File: config.mk
export PLATFORM = sky130hd
export DESIGN_NAME = rtg_readout_timing
export DESIGN_NICKNAME = d
export VERILOG_FILES = /design/src/rtl/rtg_pkg.sv /design/src/rtl/rtg_field.sv /design/src/rtl/rtg_regs.sv /design/src/rtl/rtg_counters.sv /design/src/rtl/rtg_addr.sv /design/src/rtl/rtg_readout_timing.sv
export SDC_FILE = /design/constraint.sdc
export NUM_CORES = 1
export LEC_CHECK = 0
export BUFFER_PORTS_ARGS = -buffer_cell sky130_fd_sc_hd__buf_2
export CORE_ASPECT_RATIO = 2
export CORE_MARGIN = 5
export CORE_UTILIZATION = 50
export CTS_CLUSTER_DIAMETER = 60
export DETAILED_ROUTE_END_ITERATION = 12
export PLACE_DENSITY = 0.78
export SETUP_SLACK_MARGIN = 0.5
export SYNTH_ARGS = -nofsm -noshare
export SYNTH_HDL_FRONTEND = slang
export SYNTH_SLANG_ARGS = --single-unit
File: constraint.sdc
create_clock -name clk -period 8.68 [get_ports clk]
set_clock_uncertainty 0.2 [all_clocks]
set_input_delay 1.302 -clock clk [delete_from_list [all_inputs] [get_ports clk]]
set_output_delay 1.302 -clock clk [all_outputs]
set_load 0.02 [all_outputs]
File: src/rtl/rtg_pkg.sv
package rtg_pkg;

   // Register map of the configuration write port
   localparam int FLD_COL0 = 0;
   localparam int FLD_ROW0 = 1;
   localparam int FLD_WID  = 2;
   localparam int FLD_HGT  = 3;
   localparam int FLD_EXP  = 4;
   localparam int FLD_VBL  = 5;
   localparam int FLD_RTM  = 6;
   localparam int FLD_MIR  = 7;
   localparam int NUM_FLD  = 8;
   localparam int CMD_ADDR = 8;

   // Command register bits
   localparam int CMD_RESTART_BIT = 0;
   localparam int CMD_UPDATE_BIT  = 1;

   typedef enum logic {
      ST_SETTLE = 1'b0,
      ST_RUN    = 1'b1
   } rtg_state_e;

endpackage

File: src/rtl/rtg_field.sv
module rtg_field #(
   parameter int           W   = 10,
   parameter logic [W-1:0] DEF = '0
) (
   input  logic         clk,
   input  logic         rst_n,
   input  logic         wr_en,
   input  logic [W-1:0] wr_data,
   input  logic         commit,
   output logic [W-1:0] active
);

   logic [W-1:0] pend;

   always_ff @(posedge clk or negedge rst_n) begin
      if (!rst_n) begin
         pend   <= DEF;
         active <= DEF;
      end else begin
         if (wr_en)  pend   <= wr_data;
         if (commit) active <= pend;
      end
   end

endmodule

File: src/rtl/rtg_regs.sv
module rtg_regs
   import rtg_pkg::*;
#(
   parameter int                ADDR_W    = 10,
   parameter int                TIME_W    = 16,
   parameter int                AW        = 4,
   parameter bit                MIRROR_EN = 1'b1,
   parameter logic [ADDR_W-1:0] COL0_DEF  = 'h026,
   parameter logic [ADDR_W-1:0] ROW0_DEF  = 'h00E,
   parameter logic [ADDR_W-1:0] WID_DEF   = 'h2F0,
   parameter logic [ADDR_W-1:0] HGT_DEF   = 'h246,
   parameter logic [TIME_W-1:0] EXP_DEF   = 'h0032,
   parameter logic [TIME_W-1:0] VBL_DEF   = 'h0020,
   parameter logic [TIME_W-1:0] RTM_DEF   = 'h038C
) (
   input  logic              clk,
   input  logic              rst_n,
   input  logic              cfg_we,
   input  logic [AW-1:0]     cfg_addr,
   input  logic [TIME_W-1:0] cfg_wdata,
   input  logic              frame_wrap,
   output logic              restart_cmd,
   output logic              update_cmd,
   output logic [ADDR_W-1:0] act_col0,
   output logic [ADDR_W-1:0] act_row0,
   output logic [ADDR_W-1:0] act_wid,
   output logic [ADDR_W-1:0] act_hgt,
   output logic [TIME_W-1:0] act_exp,
   output logic [TIME_W-1:0] act_vbl,
   output logic [TIME_W-1:0] act_rtm,
   output logic              act_mir
);

   logic [NUM_FLD-1:0] sel;
   logic               cmd_sel;
   logic               geom_commit;

   for (genvar i = 0; i < NUM_FLD; i++) begin : g_sel
      assign sel[i] = cfg_we && (cfg_addr == AW'(i));
   end

   assign cmd_sel     = cfg_we && (cfg_addr == AW'(CMD_ADDR));
   assign restart_cmd = cmd_sel && cfg_wdata[CMD_RESTART_BIT];
   assign update_cmd  = cmd_sel && cfg_wdata[CMD_UPDATE_BIT];
   assign geom_commit = frame_wrap || restart_cmd || update_cmd;

   rtg_field #(.W(ADDR_W), .DEF(COL0_DEF)) i_col0 (
      .clk(clk), .rst_n(rst_n), .wr_en(sel[FLD_COL0]),
      .wr_data(cfg_wdata[ADDR_W-1:0]), .commit(geom_commit), .active(act_col0));

   rtg_field #(.W(ADDR_W), .DEF(ROW0_DEF)) i_row0 (
      .clk(clk), .rst_n(rst_n), .wr_en(sel[FLD_ROW0]),
      .wr_data(cfg_wdata[ADDR_W-1:0]), .commit(geom_commit), .active(act_row0));

   rtg_field #(.W(ADDR_W), .DEF(WID_DEF)) i_wid (
      .clk(clk), .rst_n(rst_n), .wr_en(sel[FLD_WID]),
      .wr_data(cfg_wdata[ADDR_W-1:0]), .commit(geom_commit), .active(act_wid));

   rtg_field #(.W(ADDR_W), .DEF(HGT_DEF)) i_hgt (
      .clk(clk), .rst_n(rst_n), .wr_en(sel[FLD_HGT]),
      .wr_data(cfg_wdata[ADDR_W-1:0]), .commit(geom_commit), .active(act_hgt));

   // Exposure moves only on an explicit update command
   rtg_field #(.W(TIME_W), .DEF(EXP_DEF)) i_exp (
      .clk(clk), .rst_n(rst_n), .wr_en(sel[FLD_EXP]),
      .wr_data(cfg_wdata), .commit(update_cmd), .active(act_exp));

   rtg_field #(.W(TIME_W), .DEF(VBL_DEF)) i_vbl (
      .clk(clk), .rst_n(rst_n), .wr_en(sel[FLD_VBL]),
      .wr_data(cfg_wdata), .commit(geom_commit), .active(act_vbl));

   rtg_field #(.W(TIME_W), .DEF(RTM_DEF)) i_rtm (
      .clk(clk), .rst_n(rst_n), .wr_en(sel[FLD_RTM]),
      .wr_data(cfg_wdata), .commit(geom_commit), .active(act_rtm));

   if (MIRROR_EN) begin : g_mirror
      rtg_field #(.W(1), .DEF(1'b0)) i_mir (
         .clk(clk), .rst_n(rst_n), .wr_en(sel[FLD_MIR]),
         .wr_data(cfg_wdata[0]), .commit(geom_commit), .active(act_mir));
   end else begin : g_no_mirror
      assign act_mir = 1'b0;
   end

endmodule

File: src/rtl/rtg_counters.sv
module rtg_counters
   import rtg_pkg::*;
#(
   parameter int ADDR_W = 10,
   parameter int TIME_W = 16
) (
   input  logic              clk,
   input  logic              rst_n,
   input  logic              restart,
   input  logic [ADDR_W-1:0] wid,
   input  logic [ADDR_W-1:0] hgt,
   input  logic [TIME_W-1:0] exp_rows,
   input  logic [TIME_W-1:0] vbl,
   input  logic [TIME_W-1:0] rtm,
   output logic              fv,
   output logic              lv,
   output logic              frame_wrap,
   output logic [ADDR_W-1:0] row_idx,
   output logic [ADDR_W-1:0] col_idx
);

   localparam int CNT_W = TIME_W + 1;

   rtg_state_e        state;
   logic [CNT_W-1:0]  row_cnt;
   logic [TIME_W-1:0] col_cnt;
   logic [CNT_W-1:0]  win_rows;
   logic [CNT_W-1:0]  exp_ext;
   logic [CNT_W-1:0]  frame_len;
   logic [CNT_W-1:0]  row_last;
   logic [TIME_W-1:0] col_last;
   logic              end_of_row;
   logic              end_of_frame;

   // Frame length: window plus blanking, stretched by a longer exposure
   assign win_rows  = CNT_W'(hgt) + CNT_W'(vbl);
   assign exp_ext   = CNT_W'(exp_rows);
   assign frame_len = (exp_ext < win_rows) ? win_rows : exp_ext;
   assign row_last  = (frame_len == '0) ? '0 : frame_len - 1'b1;
   assign col_last  = (rtm == '0) ? '0 : rtm - 1'b1;

   assign end_of_row   = (col_cnt >= col_last);
   assign end_of_frame = end_of_row && (row_cnt >= row_last);
   assign frame_wrap   = (state == ST_RUN) && end_of_frame;

   always_ff @(posedge clk or negedge rst_n) begin
      if (!rst_n) begin
         state   <= ST_SETTLE;
         row_cnt <= '0;
         col_cnt <= '0;
      end else if (restart) begin
         state   <= ST_SETTLE;
         row_cnt <= '0;
         col_cnt <= '0;
      end else begin
         unique case (state)
            ST_SETTLE: begin
               state   <= ST_RUN;
               row_cnt <= '0;
               col_cnt <= '0;
            end
            ST_RUN: begin
               if (end_of_row) begin
                  col_cnt <= '0;
                  row_cnt <= end_of_frame ? '0 : row_cnt + 1'b1;
               end else begin
                  col_cnt <= col_cnt + 1'b1;
               end
            end
            default: state <= ST_SETTLE;
         endcase
      end
   end

   assign fv      = (state == ST_RUN) && (row_cnt < CNT_W'(hgt));
   assign lv      = fv && (col_cnt < TIME_W'(wid));
   assign row_idx = row_cnt[ADDR_W-1:0];
   assign col_idx = col_cnt[ADDR_W-1:0];

endmodule

File: src/rtl/rtg_addr.sv
module rtg_addr #(
   parameter int ADDR_W = 10
) (
   input  logic              fv,
   input  logic              lv,
   input  logic              mirror,
   input  logic [ADDR_W-1:0] col0,
   input  logic [ADDR_W-1:0] row0,
   input  logic [ADDR_W-1:0] hgt,
   input  logic [ADDR_W-1:0] row_idx,
   input  logic [ADDR_W-1:0] col_idx,
   output logic [ADDR_W-1:0] row_addr,
   output logic [ADDR_W-1:0] col_addr
);

   logic [ADDR_W-1:0] row_fwd;
   logic [ADDR_W-1:0] row_rev;

   assign row_fwd = row0 + row_idx;
   assign row_rev = row0 + hgt - ADDR_W'(1) - row_idx;

   always_comb begin
      row_addr = '0;
      col_addr = '0;
      if (fv) row_addr = mirror ? row_rev : row_fwd;
      if (lv) col_addr = col0 + col_idx;
   end

endmodule

File: src/rtl/rtg_readout_timing.sv
module rtg_readout_timing #(
   parameter int                ADDR_W    = 10,
   parameter int                TIME_W    = 16,
   parameter int                AW        = 4,
   parameter bit                MIRROR_EN = 1'b1,
   parameter logic [ADDR_W-1:0] COL0_DEF  = 'h026,
   parameter logic [ADDR_W-1:0] ROW0_DEF  = 'h00E,
   parameter logic [ADDR_W-1:0] WID_DEF   = 'h2F0,
   parameter logic [ADDR_W-1:0] HGT_DEF   = 'h246,
   parameter logic [TIME_W-1:0] EXP_DEF   = 'h0032,
   parameter logic [TIME_W-1:0] VBL_DEF   = 'h0020,
   parameter logic [TIME_W-1:0] RTM_DEF   = 'h038C
) (
   input  logic              clk,
   input  logic              rst_n,
   input  logic              cfg_we,
   input  logic [AW-1:0]     cfg_addr,
   input  logic [TIME_W-1:0] cfg_wdata,
   output logic              frame_valid,
   output logic              line_valid,
   output logic              pix_valid,
   output logic [ADDR_W-1:0] row_addr,
   output logic [ADDR_W-1:0] col_addr
);

   initial begin
      assert (TIME_W >= ADDR_W) else $error("TIME_W must cover ADDR_W");
      assert (AW >= 4) else $error("AW too small for the register map");
      assert (TIME_W >= 2) else $error("TIME_W too small for command bits");
   end

   logic              restart_cmd;
   logic              update_cmd;
   logic              frame_wrap;
   logic [ADDR_W-1:0] act_col0;
   logic [ADDR_W-1:0] act_row0;
   logic [ADDR_W-1:0] act_wid;
   logic [ADDR_W-1:0] act_hgt;
   logic [TIME_W-1:0] act_exp;
   logic [TIME_W-1:0] act_vbl;
   logic [TIME_W-1:0] act_rtm;
   logic              act_mir;
   logic [ADDR_W-1:0] row_idx;
   logic [ADDR_W-1:0] col_idx;

   rtg_regs #(
      .ADDR_W(ADDR_W), .TIME_W(TIME_W), .AW(AW), .MIRROR_EN(MIRROR_EN),
      .COL0_DEF(COL0_DEF), .ROW0_DEF(ROW0_DEF), .WID_DEF(WID_DEF),
      .HGT_DEF(HGT_DEF), .EXP_DEF(EXP_DEF), .VBL_DEF(VBL_DEF), .RTM_DEF(RTM_DEF)
   ) i_regs (
      .clk(clk), .rst_n(rst_n), .cfg_we(cfg_we), .cfg_addr(cfg_addr),
      .cfg_wdata(cfg_wdata), .frame_wrap(frame_wrap),
      .restart_cmd(restart_cmd), .update_cmd(update_cmd),
      .act_col0(act_col0), .act_row0(act_row0), .act_wid(act_wid),
      .act_hgt(act_hgt), .act_exp(act_exp), .act_vbl(act_vbl),
      .act_rtm(act_rtm), .act_mir(act_mir)
   );

   rtg_counters #(.ADDR_W(ADDR_W), .TIME_W(TIME_W)) i_cnt (
      .clk(clk), .rst_n(rst_n), .restart(restart_cmd),
      .wid(act_wid), .hgt(act_hgt), .exp_rows(act_exp), .vbl(act_vbl),
      .rtm(act_rtm), .fv(frame_valid), .lv(line_valid),
      .frame_wrap(frame_wrap), .row_idx(row_idx), .col_idx(col_idx)
   );

   rtg_addr #(.ADDR_W(ADDR_W)) i_addr (
      .fv(frame_valid), .lv(line_valid), .mirror(act_mir),
      .col0(act_col0), .row0(act_row0), .hgt(act_hgt),
      .row_idx(row_idx), .col_idx(col_idx),
      .row_addr(row_addr), .col_addr(col_addr)
   );

   assign pix_valid = frame_valid && line_valid;

endmodule

==> metrics.txt, run 1 <==
status=finished, final reports clean; initial antenna violation count=0; Reg-to-Reg Start=i_regs.i_hgt.active[0]; Yosys Warn Count=0; met1 usage=22.1%; internal power=2.96 mW; worst endpoint required time=8900 ps; FF-to-FF setup slack=790 ps; total global-route track usage=22.5%; CTS clock-pin slew for the worst setup and hold paths=70 ps; vias per cell=6.03; TritonRoute pass-1 iters=4; Mean Syn Cell Area=10.8 um2; startpoint types=flip-flop; antenna fix cells=0; P per Cell Area=339 mW/mm2; busiest grt layer=met2; post-synthesis sequential area ratio=40.2%; Final period util=90.9%; Core Util, Final=57.3%; ys async rst share=100%; Flop pwr share=30.0%; H-tree levels=1; hold endpoint=i_regs.i_wid.active[0]; Max clock buf depth=3; crit path DAT=8110 ps; Max IR drop VDD=0.211 mV; largest net degree at the start of global routing=115; ANT nets after route=0; minimum clock period=7890 ps; top cells by count, synth=mux2_2 (177), dfrtp_1 (164), ha_1 (105); core area=0.0263 mm2; TNS Setup=0 ps; hold_buf cts=0; worst hold start=i_regs.i_wid.active[0]; Max Slew Vio Count=0; FF-to-FF End=i_regs.i_row0.active[9]; Post-synth top flop=dfrtp_1; slowest stage delay, CP=410 ps; Area Growth Syn to Fin=12.9%; max_cap viols=0; Critical-path top delay cell=dfrtp_2; CTS sink count=212; Die Width=125 um; Max Fclk=0.127 GHz; Routed wire per std cell=20.8 um; starting density of the core=50.8%; CP dominant cell by count=ha_1; # IOs=46; total congestion overflow=0; number of synthesized flops with an enable pin=0; RSZ-0062 raised after global routing=false; Net Sw Frac=42.0%; Worst R2R Path Depth=34; Worst setup EP type=flip-flop; PortBufs=45; number of global-route vias before repair=10500; CTS tree=done; clk_lat worst skew=540 ps; first-pass GRT wire length=54500 um; Hold Violations, Final=0; Combinational Power Share=52.2%; DIE AREA=0.0302 mm2; Distinct cells, synth=72; switching pwr=2.14 mW; syn_nets=1380; Finished Layout Cells=1659; area share of the largest cell type after synthesis=30.8%; worst hold path depth=1; post-synthesis instance total=1239; Syn Std Cell Area=0.0133 mm2; DRC viols=0; Worst Path Max Fanout=36; Max-slew headroom=31.0%; count leader, synth=mux2_2; layout cells sized above 1=29.4%; dpl cells=1600; largest area contributor in the synthesized netlist=dfrtp_1; leakage=6.92 nW; Starting DRT DRC Count=626; Detail Placement HPWL=24700 um; # rows=84; ranking of synthesized cells by area=dfrtp_1 (31%), mux2_2 (15%), ha_1 (9.9%), dfstp_2 (9.5%), xnor2_1 (2.8%); vias=9998; GR Util met3=2.15%; GR Util met2=44.1%; FF+latch count, synth=212; gpl congestion=0.903; # nets final=1442; worst min-delay path class=flip-flop to flip-flop; die height=241 um; Clock Tree Root=clkbuf_16; wirelength, routed=34500 um; final setup violation count=0; part of the power in the clock network=17.8%; critical setup path kind=flip-flop to flip-flop; worst-margin pin slew=1030 ps; number of buffers created by CTS=20; WHS=284 ps
## worst max path at each step
stage,to,from,cells past startpoint,slack (ps)
finish,i_regs.i_row0.active[9],i_regs.i_hgt.active[0],34,790
global route,i_regs.i_wid.active[0],i_regs.i_hgt.active[7],33,430
CTS,i_regs.i_wid.active[3],i_regs.i_hgt.active[1],34,510
detailed placement,i_cnt.row_cnt[13],i_regs.i_hgt.active[3],31,-350
global placement,i_cnt.row_cnt[13],i_regs.i_hgt.active[3],32,-80
floorplan,i_regs.i_row0.active[6],i_regs.i_hgt.active[0],36,640
## metrics by stage
step,worst slack [ps],power [mW],area [um2]
final,788,5.10,15100
after global routing,434,5.48,15100
after CTS,508,4.98,14800
after detailed placement,-349,4.01,14000
after global placement,-77.6,3.92,14000
after floorplan,639,3.32,13300
## power by group through the flow
stage               Sequential [mW]  Combinational (mW)  Clock [mW]
global placement               1.52                2.40           0
floorplan                      1.42                1.90           0
global route                   1.56                2.96       0.962
detailed placement             1.54                2.47           0
finish                         1.53                2.66       0.907
CTS                            1.53                2.53       0.923
## cell families (layout without fill, tap and decap cells)
kind of cell | after synthesis | count (layout) | share of synthesized area [%]
AND/OR/NAND/NOR | 309 | 310 | 12.1
AO/OA/AOI/OAI | 222 | 224 | 11.7
flip-flops | 212 | 212 | 40.2
multiplexers | 187 | 187 | 15.7
adder cells (fa/ha/maj) | 118 | 118 | 11.8
buffers and inverters | 115 | 188 | 3.47
XOR/XNOR | 76 | 76 | 4.99
## final cells by class
class                   instances  area, um2
fillers                      2181      11200
clock buffers                  30        568
flip-flops and latches        212       5370
repair buffers                 79        552
multi-input cells             915       7750
inverters                      73        274
clock inverters                 6        113
well taps                     344        430
## sequential cells by signal, summed over array words and instances, names as in the netlist, 16 cells and up
| register | flops |
|---|---|
| i_regs.i_exp.active | 16 |
| i_cnt.row_cnt | 17 |
| i_regs.i_exp.pend | 16 |
| i_cnt.col_cnt | 16 |
| i_regs.i_rtm.active | 16 |
| i_regs.i_vbl.active | 16 |
| i_regs.i_vbl.pend | 16 |
| i_regs.i_rtm.pend | 16 |
## worst max-delay path, delay by kind of cell (launching register included)
family / cells / cell delay (ps)
compound gates: 13 / 2600
simple gates: 10 / 1940
fa+ha+maj: 5 / 1280
mux: 2 / 630
buf+inv: 3 / 500
flops: 1 / 410
xor+xnor: 1 / 200
## what timing repair did
item                       4_1_cts  5_1_grt
setup buffers                    2       16
setup endpoints to repair       90       90
resized for setup               10       32
pin swaps                        4       18
gates cloned                     2        3
## placed cells by master, fill, tap and decap left out, types with 8 or more instances in the layout
| cell type | count |
|---|---|
| mux2_2 | 177 |
| dfrtp_1 | 163 |
| ha_1 | 100 |
| inv_1 | 72 |
| nor2_1 | 64 |
| nand2_1 | 52 |
| a21oi_1 | 49 |
| dfstp_2 | 48 |
| buf_2 | 44 |
| xnor2_1 | 41 |
| nor3_1 | 40 |
| xor2_1 | 33 |
| buf_4 | 30 |
| a21o_1 | 29 |
| nand3_1 | 29 |
| and3_1 | 25 |
| o21ai_0 | 22 |
| o21a_1 | 21 |
| clkbuf_16 | 21 |
| nor4_1 | 19 |
| nor3b_1 | 15 |
| o21bai_1 | 12 |
| fa_1 | 12 |
| nand4_1 | 11 |
| o311ai_0 | 9 |
| nand2b_1 | 8 |
| nor2b_1 | 8 |
## routing by layer
metal  vias to the layer above  share of wire (%)
li1                       4627                  -
met1                      4988                 34
met2                       249                 56
met3                       134                2.8
met4                         0                6.8
met5                         -                  0
No activity file was read; power rests on OpenSTA's default activity.
==> run 2: changes to the inputs <==
--- a/config.mk
+++ b/config.mk
@@ -5,6 +5,7 @@
 export SDC_FILE = /design/constraint.sdc
 export NUM_CORES = 1
 export LEC_CHECK = 0
+export ABC_AREA = 1
 export BUFFER_PORTS_ARGS = -buffer_cell sky130_fd_sc_hd__buf_2
 export CORE_ASPECT_RATIO = 2
 export CORE_MARGIN = 5
==> metrics.txt, run 2 <==
status=finished, final reports clean; dpl cells=2029; multi-input logic area=0.00680 mm2; # rows=84; CTS sink count=212; vias=11300; area share of the largest cell type after synthesis=31.0%; Final period util=85.0%; slowest stage delay, CP=630 ps; H-tree levels=1; ranking of synthesized cells by area=dfrtp_1 (31%), nand2_1 (11%), ha_1 (9.9%), dfstp_2 (9.5%), inv_1 (6.4%); clk_lat worst skew=510 ps; gpl congestion=0.975; Critical-path top delay cell=o21ai_2; Max-slew headroom=18.2%; largest area contributor in the synthesized netlist=dfrtp_1; commonest cells after routing, fill and taps aside=nand2_1 (390), inv_1 (225), nor2_1 (166), dfrtp_1 (164), o21ai_0 (157); DRC viols=0; syn_nets=1821; Hold Violations, Final=0; wirelength, routed=34500 um; total global-route track usage=23.1%; count leader, synth=nand2_1; RSZ-0062 raised after global routing=false; Storage cell area=0.00537 mm2; CP Buf/Inv Count=4; number of buffers created by CTS=20; Filler Cells Inserted=2421; antenna fix cells=0; FF+latch count, synth=212; Worst Path Max Fanout=71; Yosys Warn Count=0; # nets final=1848; largest net degree at the start of global routing=83; cell family with most CP delay=simple AND/OR/NAND/NOR gates; Routed wire per std cell=16.7 um; ys async rst share=100%; Core Util, Final=55.2%; initial antenna violation count=0; ANT nets after route=0; Area Growth Syn to Fin=9.36%; starting density of the core=50.4%; PortBufs=45; worst-margin pin slew=1220 ps; number of global-route vias before repair=11200; layout cells sized above 1=10.7%; die height=240 um; max_cap viols=0; post-layout instance area=0.0145 mm2; post-synthesis sequential area ratio=40.5%; critical setup path kind=flip-flop to flip-flop; Max clock buf depth=3; Detail Placement HPWL=26700 um; Distinct cells, synth=47; CP dominant cell by count=nand2_1; vias per cell=5.46; FF-to-FF setup slack=1300 ps; worst endpoint required time=8910 ps; number of synthesized flops with an enable pin=0; Finished Layout Cells=2065; Clock Tree Root=clkbuf_16; CTS tree=done; max FFs per register=17; Max Slew Vio Count=0; crit path DAT=7600 ps; startpoint types=flip-flop; P per Cell Area=325 mW/mm2; Starting DRT DRC Count=635; Max Fclk=0.136 GHz; Die Width=125 um; Syn Std Cell Area=0.0133 mm2; Reg with most FFs=i_cnt.row_cnt; core area=0.0263 mm2; leading cell type in the layout, fill and taps excluded=nand2_1; # IOs=46; leakage=7.15 nW; worst hold path depth=2; top cells by count, synth=nand2_1 (390), inv_1 (225), nor2_1 (166); setup slack after layout=1300 ps; Max IR drop VDD=0.279 mV; total congestion overflow=0; final setup violation count=0; worst hold start=i_regs.i_rtm.pend[2]; Worst R2R Path Depth=34; post-synthesis instance total=1680; Mean Syn Cell Area=7.89 um2; Worst setup EP type=flip-flop; first-pass GRT wire length=55700 um; post-place setup slack=1300 ps; TNS Setup=0 ps; Post-CTS Setup Bufs=0; hold endpoint=i_regs.i_rtm.active[2]; Placed Instance Area=0.0138 mm2; Reg-to-Reg Start=i_regs.i_hgt.active[2]; DIE AREA=0.0301 mm2; Post-synth top flop=dfrtp_1; TritonRoute pass-1 iters=5; CTS clock-pin slew for the worst setup and hold paths=70 ps; minimum clock period=7380 ps; worst min-delay path class=flip-flop to flip-flop; FF-to-FF End=i_regs.i_vbl.active[15]
==> run 2: tightest hold or removal path: stages (launching register included) <==
cell and delay [ps]:
dfstp_2 360, inv_1 50, a21oi_1 60
==> run 2: cell type report <==
type	instances	area share [%]
multi-input cells	1187	46.9
well taps	344	2.97
repair buffers	55	2.16
clock inverters	8	0.881
clock buffers	28	4.08
flip-flops and latches	212	37.0
inverters	231	5.98
==> run 2: logic make-up after synthesis <==
| logic type | Yosys count | synth area share (%) |
|---|---|---|
| AOI/OAI and AO/OA | 290 | 11.7 |
| xor gates and xnor gates | 47 | 3.11 |
| adders and majority gates | 118 | 11.9 |
| buffers and inverters | 281 | 8.39 |
| DFF | 212 | 40.5 |
| muxes | 13 | 1.10 |
| and+or+nand+nor | 719 | 23.3 |
==> run 2: how the worst max path moves through the flow <==
stage | start | end | slack [ps] | cells after the start
6_report | i_regs.i_hgt.active[2] | i_regs.i_vbl.active[15] | 1300 | 34
5_1_grt | i_regs.i_hgt.active[0] | i_regs.i_vbl.active[4] | 630 | 37
4_1_cts | i_regs.i_hgt.active[2] | i_regs.i_vbl.active[15] | 1210 | 35
3_5_place_dp | i_regs.i_vbl.active[7] | i_regs.i_rtm.active[13] | 1300 | 34
3_3_place_gp | i_regs.i_vbl.active[6] | i_regs.i_vbl.active[0] | 1520 | 37
2_1_floorplan | i_regs.i_hgt.active[0] | i_regs.i_rtm.active[10] | 2690 | 37
==> run 2: through the flow <==
step           power, mW  hold WS (ps)
2_1_floorplan       3.12           243
3_3_place_gp        3.67           256
3_5_place_dp        3.75           266
4_1_cts             4.72           275
5_1_grt             5.11           286
6_report            4.71           277
==> run 2: metal layers <==
layer | routed length, um | up-vias | global-route usage [%]
met3 | 1250 | 136 | 2.11
met2 | 19000 | 291 | 45.2
met1 | 11700 | 5358 | 22.5
met5 | 0 | - | 0
li1 | - | 5492 | -
met4 | 2590 | 0 | 15.4
==> run 2: what timing repair did <==
action / CTS / global route
setup endpoints to repair: 0 / 20
gates resized for setup: 0 / 1
hold buffers: 0 / 0
==> run 2: report_power, final <==
group / total (mW) / leakage, nW / switching, mW / internal (mW)
clock: 0.957 / 0.352 / 0.386 / 0.570
sequential: 1.42 / 2.57 / 0.183 / 1.24
combinational: 2.33 / 4.23 / 1.53 / 0.799
total: 4.71 / 7.15 / 2.10 / 2.61
